==> src/rtl/adc_line_pkg.sv <==
package adc_line_pkg;

    localparam int DATA_W = 18;
    localparam int OUT_W  = 32;
    localparam int PULSES = DATA_W + 1;
    localparam int CNT_W  = $clog2(PULSES + 1);

    typedef enum logic [1:0] {
        ST_IDLE,
        ST_SETTLE,
        ST_SHIFT,
        ST_DONE
    } rd_state_e;

    typedef struct packed {
        logic level;
        logic armed;
        logic qual_met;
    } line_view_t;

    function automatic logic [OUT_W-1:0] sign_extend(input logic [DATA_W-1:0] raw);
        return {{(OUT_W - DATA_W){raw[DATA_W-1]}}, raw};
    endfunction

endpackage

==> src/rtl/adc_line_sync.sv <==
module adc_line_sync
    import adc_line_pkg::*;
#(
    parameter int STAGES = 2,
    parameter int QUAL_W = 8
) (
    input  logic              clk,
    input  logic              rst,
    input  logic              line_in,
    input  logic [QUAL_W-1:0] cfg_qual,
    input  logic              idle,
    input  logic              consume,
    output line_view_t        view
);

    logic [STAGES-1:0] sync_q;
    logic [QUAL_W-1:0] low_cnt;
    logic              armed_q;
    logic              level;

    // Reset to low so that reset alone never arms a readout.
    always_ff @(posedge clk) begin
        if (rst) sync_q <= '0;
        else     sync_q <= {sync_q[STAGES-2:0], line_in};
    end

    assign level = sync_q[STAGES-1];

    always_ff @(posedge clk) begin
        if (rst)                low_cnt <= '0;
        else if (level)         low_cnt <= '0;
        else if (low_cnt < cfg_qual) low_cnt <= low_cnt + 1'b1;
    end

    always_ff @(posedge clk) begin
        if (rst)                armed_q <= 1'b0;
        else if (consume)       armed_q <= 1'b0;
        else if (idle && level) armed_q <= 1'b1;
    end

    always_comb begin
        view.level    = level;
        view.armed    = armed_q;
        view.qual_met = (low_cnt >= cfg_qual);
    end

endmodule

==> src/rtl/adc_line_pacer.sv <==
module adc_line_pacer #(
    parameter int W = 16
) (
    input  logic         clk,
    input  logic         rst,
    input  logic         en,
    input  logic [W-1:0] span,
    output logic         tick
);

    logic [W-1:0] cnt;

    assign tick = en && (cnt == span - W'(1));

    always_ff @(posedge clk) begin
        if (rst || !en) cnt <= '0;
        else if (tick)  cnt <= '0;
        else            cnt <= cnt + 1'b1;
    end

endmodule

==> src/rtl/adc_line_ctrl.sv <==
module adc_line_ctrl
    import adc_line_pkg::*;
(
    input  logic             clk,
    input  logic             rst,
    input  line_view_t       view,
    input  logic             settle_tick,
    input  logic             half_tick,
    input  logic             err_clr,
    output logic             settle_en,
    output logic             half_en,
    output logic             consume,
    output logic             sclk,
    output logic             rd_valid,
    output logic [OUT_W-1:0] rd_data,
    output logic             err_flag,
    output rd_state_e        state
);

    rd_state_e          state_q, state_d;
    logic               sclk_q;
    logic [CNT_W-1:0]   pulses_q;
    logic [DATA_W-1:0]  shreg_q;
    logic [OUT_W-1:0]   result_q;
    logic               err_q;
    logic               abort;
    logic               fall;
    logic               last_fall;

    assign fall      = (state_q == ST_SHIFT) && half_tick && sclk_q;
    assign last_fall = fall && (pulses_q == CNT_W'(PULSES - 1));

    always_comb begin
        state_d = state_q;
        consume = 1'b0;
        abort   = 1'b0;
        unique case (state_q)
            ST_IDLE: begin
                if (view.armed && view.qual_met) begin
                    consume = 1'b1;
                    state_d = ST_SETTLE;
                end
            end
            ST_SETTLE: begin
                if (view.level) begin
                    abort   = 1'b1;
                    state_d = ST_IDLE;
                end else if (settle_tick) begin
                    state_d = ST_SHIFT;
                end
            end
            ST_SHIFT: begin
                if (last_fall) state_d = ST_DONE;
            end
            ST_DONE: state_d = ST_IDLE;
            default: state_d = ST_IDLE;
        endcase
    end

    always_ff @(posedge clk) begin
        if (rst) state_q <= ST_IDLE;
        else     state_q <= state_d;
    end

    always_ff @(posedge clk) begin
        if (rst)                                 sclk_q <= 1'b0;
        else if (state_q == ST_SETTLE)           sclk_q <= settle_tick && !view.level;
        else if (state_q == ST_SHIFT && half_tick) sclk_q <= ~sclk_q;
        else if (state_q != ST_SHIFT)            sclk_q <= 1'b0;
    end

    always_ff @(posedge clk) begin
        if (rst || state_q == ST_SETTLE) pulses_q <= '0;
        else if (fall)                   pulses_q <= pulses_q + 1'b1;
    end

    always_ff @(posedge clk) begin
        if (rst)
            shreg_q <= '0;
        else if (fall && pulses_q < CNT_W'(DATA_W))
            shreg_q <= {shreg_q[DATA_W-2:0], view.level};
    end

    always_ff @(posedge clk) begin
        if (rst)            result_q <= '0;
        else if (last_fall) result_q <= sign_extend(shreg_q);
    end

    always_ff @(posedge clk) begin
        if (rst)          err_q <= 1'b0;
        else if (abort)   err_q <= 1'b1;
        else if (err_clr) err_q <= 1'b0;
    end

    assign settle_en = (state_q == ST_SETTLE);
    assign half_en   = (state_q == ST_SHIFT);
    assign sclk      = sclk_q;
    assign rd_valid  = (state_q == ST_DONE);
    assign rd_data   = result_q;
    assign err_flag  = err_q;
    assign state     = state_q;

endmodule

==> src/rtl/adc_line_reader.sv <==
module adc_line_reader
    import adc_line_pkg::*;
#(
    parameter int HALF_W   = 16,
    parameter int SETTLE_W = 24,
    parameter int QUAL_W   = 8,
    parameter int STAGES   = 2
) (
    input  logic                clk,
    input  logic                rst,
    input  logic [HALF_W-1:0]   cfg_half,
    input  logic [SETTLE_W-1:0] cfg_settle,
    input  logic [QUAL_W-1:0]   cfg_qual,
    input  logic                line_in,
    input  logic                err_clr,
    output logic                sclk,
    output logic                rd_valid,
    output logic [OUT_W-1:0]    rd_data,
    output logic                err_flag
);

    line_view_t view_w;
    rd_state_e  state_w;
    logic       consume_w;
    logic       settle_en_w, settle_tick_w;
    logic       half_en_w, half_tick_w;

    adc_line_sync #(
        .STAGES (STAGES),
        .QUAL_W (QUAL_W)
    ) u_sync (
        .clk      (clk),
        .rst      (rst),
        .line_in  (line_in),
        .cfg_qual (cfg_qual),
        .idle     (state_w == ST_IDLE),
        .consume  (consume_w),
        .view     (view_w)
    );

    adc_line_pacer #(.W(SETTLE_W)) u_settle (
        .clk  (clk),
        .rst  (rst),
        .en   (settle_en_w),
        .span (cfg_settle),
        .tick (settle_tick_w)
    );

    adc_line_pacer #(.W(HALF_W)) u_half (
        .clk  (clk),
        .rst  (rst),
        .en   (half_en_w),
        .span (cfg_half),
        .tick (half_tick_w)
    );

    adc_line_ctrl u_ctrl (
        .clk         (clk),
        .rst         (rst),
        .view        (view_w),
        .settle_tick (settle_tick_w),
        .half_tick   (half_tick_w),
        .err_clr     (err_clr),
        .settle_en   (settle_en_w),
        .half_en     (half_en_w),
        .consume     (consume_w),
        .sclk        (sclk),
        .rd_valid    (rd_valid),
        .rd_data     (rd_data),
        .err_flag    (err_flag),
        .state       (state_w)
    );

endmodule

==> config.mk <==
export PLATFORM = sky130hd
export DESIGN_NAME = adc_line_reader
export DESIGN_NICKNAME = d
export VERILOG_FILES = /design/src/rtl/adc_line_pkg.sv /design/src/rtl/adc_line_sync.sv /design/src/rtl/adc_line_pacer.sv /design/src/rtl/adc_line_ctrl.sv /design/src/rtl/adc_line_reader.sv
export SDC_FILE = /design/constraint.sdc
export NUM_CORES = 1
export LEC_CHECK = 0
export ABC_AREA = 1
export BUFFER_PORTS_ARGS = -buffer_cell sky130_fd_sc_hd__buf_2
export CAP_MARGIN = 20
export CORE_ASPECT_RATIO = 0.9
export CORE_UTILIZATION = 53
export DETAILED_ROUTE_END_ITERATION = 16
export HOLD_SLACK_MARGIN = 0.12
export PLACE_DENSITY = 0.89
export SLEW_MARGIN = 20
export SYNTH_ARGS = -nofsm -noshare
export SYNTH_HDL_FRONTEND = slang
export SYNTH_SLANG_ARGS = --single-unit
==> constraint.sdc <==
create_clock -name clk -period 1.6 [get_ports clk]
set_input_delay 0 -clock clk [delete_from_list [all_inputs] [get_ports clk]]
set_output_delay 0 -clock clk [all_outputs]
set_load 0.02 [all_outputs]
; After elaboration in Yosys (flattened, before gate mapping)
; Index checks and enable logic that the tools add are counted.
[totals]
ff_bits = 96
input_bits = 52
output_inout_bits = 35
wordCells = 68
[classes]
add_sub_neg = 6
order_cmp = 3
eq_ne = 10
mux = 14
n_bitwise = 1
n_reduce_logical = 23
[ops]
columns = op, n
row1 = "adder 24 x 1 -> 24 bit, second input constant", 1
row2 = == test 24 bit, 1
row3 = "subtractor 24 x 1 -> 24 bit, second input constant", 1
row4 = "adder 16 x 1 -> 16 bit, second input constant", 1
row5 = == test 16 bit, 1
row6 = "subtractor 16 x 1 -> 16 bit, second input constant", 1
row7 = logical AND 1 bit, 9
row8 = 2-to-1 mux 1 bit, 9
row9 = "adder 8 x 1 -> 8 bit, second input constant", 1
row10 = greater-or-equal comparator 8 bit, 1
row11 = less-than comparator 8 bit, 1
row12 = 2-to-1 mux 2 bit, 4
row13 = one-hot mux 2 bit (4 select lines), 1
row14 = OR reduction 2 bit, 4
row15 = "adder 5 x 1 -> 5 bit, second input constant", 1
row16 = "== test 5 bit, second input constant", 1
row17 = "less-than comparator 5 bit, second input constant", 1
row18 = "== test 2 bit, second input constant", 2
row19 = "inequality test 2 x 1 -> 1 bit, second input constant", 2
row20 = zero test 1 bit, 3
row21 = logical OR 1 bit, 3
row22 = "inequality test 3 x 2 -> 1 bit, second input constant", 1
row23 = AND reduction 3 bit, 1
row24 = nonzero test 3 bit, 1
row25 = other kinds (5), 5

; Logic depth before layout (Yosys ltp)
[depth]
word_depth = 8
mapped_depth = 17
mapped_depth_nobuf = 17

; By module
; From an unflattened synthesis, not the netlist that was laid out.
[hier_totals]
cells_unflattened = 1039
area_unflattened_um2 = 6555.0
[by_module_without_submodules]
columns = module, n_inst, cells_per_inst, area_per_inst_um2, seq_area_each_um2
row1 = adc_line_pacer at u_settle, 1, 389, 2257.2, 480.5
row2 = adc_line_ctrl, 1, 309, 2138.3, 900.9
row3 = adc_line_pacer at u_half, 1, 226, 1395.1, 320.3
row4 = adc_line_sync, 1, 114, 760.7, 220.2
row5 = adc_line_reader, 1, 1, 3.8, 0.0

; Worst setup path before layout
; OpenSTA, ideal clock, no wires.
[synth_path]
path_type = flip-flop to flip-flop
start = reg u_settle.cnt[1]
end = reg u_settle.cnt[23]
setup_ps = 113
arrival_time_ps = 1686
required_ps = 1487
slack_ps = -199
stages_incl_launch_ff = 14
n_path_buf = 0
synth_period_minus_slack_ps = 1799
path_cell_list = dfxtp_1 > inv_1 > nor3_2 > nand2_1 > nor2_1 > nand2_1 > nor2_1 > nand2_1 > nor2_2 > nand4_1 > nor2_1 > nand2_1 > nand3_1 > nor2_1
[synth_via]
elab_chain_cells = 3
elab_cells_between_ends = 4
cone_classes = add/sub (1) / eq/ne (1) / reduce/logical (2)
[synth_lines]
columns = item, line
row1 = "start, declared", adc_line_pacer.sv:11  ; logic [W-1:0] cnt;
row2 = "start signal, assigned", adc_line_pacer.sv:18  ; else cnt <= cnt + 1'b1;
row3 = "parallel branches: the longest is 3 deep, another holds adder 24 x 1 -> 24 bit", --
; Parallel ways; which one is timed is not known.
; A chain may end at the register's enable or synchronous reset.

; Worst setup path after layout
[layout_path]
start = reg u_settle.cnt[15]
end = reg u_settle.cnt[2]
[layout_via]
elab_chain_cells = 3
[layout_lines]
columns = item, line
row1 = == test 24 bit, adc_line_pacer.sv:13  ; assign tick = en && (cnt == span - W'(1));
row2 = logical AND 1 bit, adc_line_pacer.sv:13
row3 = OR reduction 2 bit (no source line), --
; Every way passes these cells.

==> summary.txt <==
Status
  • Status: complete, but fails checks
  • Failing checks: negative setup slack

Power
  • PD cells: 583.7 mW/mm^2
  • Worst vdd ir: 0.001344 V
  • Leakage: 4.646 nW

Synthesis
  • Cell area after synthesis: 0.006484 sq mm
  • Seq/Total Area, Yosys: 0.2964
  • Syn Nets: 1111
  • Synth cell types: 40
  • Synthesis warning total: 0
  • Syn_area_per_cell: 6.210 sq um
  • #FFs+latches synth: 96
  • Cell count after synthesis: 1044

Floorplan
  • Starting Density: 0.5558
  • Row cnt: 37
  • Die Wd: 118.6 microns
  • I/O pin count: 87
  • Core area: 0.01167 sq mm
  • Die area: 0.01268 sq mm
  • Die Ht: 106.9 microns

STA
  • Slew Viols, Final: 0
  • Fin. Hold Viols: 0
  • Fmax: 479.0 MHz
  • Max-slew headroom: 0.6666
  • Clock Skew: 5.779 ps
  • Worst-margin pin slew: ~500 ps
  • Final period utilization: 1.305
  • Fin crit period: 2088 ps
  • Final setup violating endpoints: 93
  • RSZ-0062 raised after global routing: yes
  • Min setup slack post-route: -487.6 ps

Placed design
  • Final GP Congestion: 0.9317
  • Placed Cells: 1397
  • I/O Buffers: between 80 and 90
  • DP HPWL: 12940 microns
  • Post-Place Worst Slack: -373.3 ps

Setup path
  • Max FO, Critical Path: 5
  • CP top delay family: simple AND/OR/NAND/NOR gates
  • CP Class: reg2reg
  • CP endpoint kind: register
  • Max incr delay on CP: 350 ps
  • Crit path DAT: 2330 ps
  • FF-to-FF setup slack: -490 ps
  • Crit path cell chain: xnor2_2, buf_4, inv_1, nand2_2, nand2_1, nor2_1, nand2_1, inv_1, nand2_1, nor2_2, nand3_2, nand2_4, clkbuf_16, nor3_2
  • Crit path top cell by count: nand2_1
  • Critical Path Slowest Stage Cell: dfxtp_2
  • Critical path startpoint category: register
  • WP data required: 1850 ps
  • Worst Path Buf+Inv: 4

Drt
  • Routed wire per std cell: 17.16 microns
  • Antenna Nets Post-Route: 0
  • Final wirelength: 24760 microns
  • Total number of vias: between 8000 and 9000
  • Pre-Repair DR Iteration Count: 8
  • Via density: 5.739
  • DRC: 0
  • Drt initial violations: 1040

Clocking
  • CTS sink count: 96
  • CTS H-tree lvls: 3
  • Clk slew on worst S/H paths: about 80 ps
  • Root Buffer: clkbuf_16
  • Worst-Skew Late Latency: 360 ps
  • CTS tree: built
  • CTS Buffer Depth: 2
  • Num CTS Buffers: 9

Run
  • Max Cap Viol: 0

Min path
  • Worst Hold Class: in2reg

Layout
  • Ratio of cells with drive above 1 in the final layout: 0.3566
  • Final nets: ~1300
  • Layout Cells excl Fill: about 1400
  • Diode count: 0
  • Syn-to-layout area delta: 45.41%
  • Final Util: 0.8081

Global routing
  • First-pass GRT wire length: 30640 microns
  • Initial antenna violation count: 0
  • Grt ovf: 0
  • GRT Total Usage: 0.2999
  • Vias in the first global route: between 7000 and 8000
  • Pin count of the biggest net entering global routing: 45
## layout by cell type, fill, tap and decap left out, types with 8 or more instances in the layout
cell	n
xor2_1	27
buf_4	147
nor2_2	36
xnor2_1	17
nor2_1	164
dfxtp_1	77
nand2_1	259
nand3_2	8
nor3_2	12
nand2_2	32
inv_1	143
nor2_4	11
buf_2	86
nor3b_2	9
clkbuf_16	14
dfxtp_2	13
nand4_1	23
o21ai_0	10
nand3_1	42
a21oi_1	21
buf_6	12
## where the power goes
group	switching (mW)	internal, mW
registers	0.00879	2.39
logic	0.431	0.311
clock network	1.10	1.26
total	1.54	3.96
## Yosys cell counts (all sizes together)
master	instances	share of area
dfxtp	96	0.30
buf	27	0.031
ha	15	0.029
a22oi	1	0.0012
nand4	25	0.029
a21oi	28	0.022
or2	1	0.00097
and2	1	0.00097
nand2	298	0.17
nand3b	9	0.013
a211oi	1	0.0012
nor3b	10	0.012
clkinv	2	0.0012
o21ai	23	0.018
xnor2	22	0.030
nor3	21	0.018
and3	1	0.00097
inv	153	0.089
o21bai	1	0.0012
nor2	211	0.13
o31ai	2	0.0023
a32o	1	0.0015
xor2	33	0.045
nor4	2	0.0039
a31oi	5	0.0048
clkbuf	4	0.0023
nand3	51	0.041
## metal layers
layer | part of all wire | wire length [microns] | global-route usage
met4 | 0.061 | 1501 | 0.1546
met3 | 0.095 | 2357 | 0.05532
met2 | 0.49 | 12030 | 0.5267
met5 | 0 | 0 | 0
met1 | 0.36 | 8872 | 0.3492
## final cells by class
| type | count | area (sq um) |
|---|---|---|
| fill | 665 | 2238 |
| multi-input combinational | 763 | 4467 |
| timing repair buffer | 257 | 1894 |
| sequential | 96 | 1961 |
| inverter | 155 | 590.6 |
| clock inverter | 7 | 95.09 |
| tap | 156 | 195.2 |
| clock buffer | 9 | 225.2 |
## stage by stage
step | power, mW | setup TNS [ps] | hold slack, ps | area [sq um]
6_report | 5.503 | -30810 | 366.4 | 9428
5_1_grt | 5.639 | -39300 | 408.2 | 9428
4_1_cts | 5.398 | -14980 | 349.7 | 8750
3_5_place_dp | 3.054 | -27780 | 217.4 | 8120
3_3_place_gp | 3.030 | -22600 | 200.9 | 8120
2_1_floorplan | 2.765 | -3993 | 71.18 | 6639
## worst paths after layout
path	start	end	cells after the start
min	cfg_settle[23]	register	9
max	u_settle.cnt[15]	u_settle.cnt[2]	14
min reg2reg	u_sync.sync_q[0]	u_sync.sync_q[1]	2
max reg2reg	u_settle.cnt[15]	u_settle.cnt[2]	14
## tightest hold or removal path, delay by kind of cell
kind | cells | cell delay, ps
xor gates and xnor gates | 1 | 150
buffers and inverters | 1 | 130
and+or+nand+nor | 7 | 400
## registers in the layout, indices dropped and copies added (netlist names), named ones only
register	cells
u_ctrl.err_flag	1
u_ctrl.pulses_q	5
u_ctrl.rd_data	18
u_ctrl.sclk	1
u_ctrl.shreg_q	18
u_ctrl.state	1
u_half.cnt	16
u_settle.cnt	24
u_sync.armed_q	1
u_sync.low_cnt	8
u_sync.sync_q	2
## what timing repair did
action | 4_1_cts | 5_1_grt
pin swaps | 20 | 58
gates resized for setup | 55 | 120
buffers inserted | 6 | 15
hold buffers | 4 | 0
endpoints found under the hold margin | 12 | 0
cloned | 1 | 6
setup endpoints to repair | 92 | 93
## cells by family (layout without fill, tap and decap cells)
family,after synthesis,count (layout),share of synthesized area
compound gates,62,62,0.05210
buf+inv,186,428,0.1229
xor+xnor,55,55,0.07430
simple gates,630,631,0.4253
flops,96,96,0.2964
fa+ha+maj,15,15,0.02895
(Power assumes the default switching activity.)
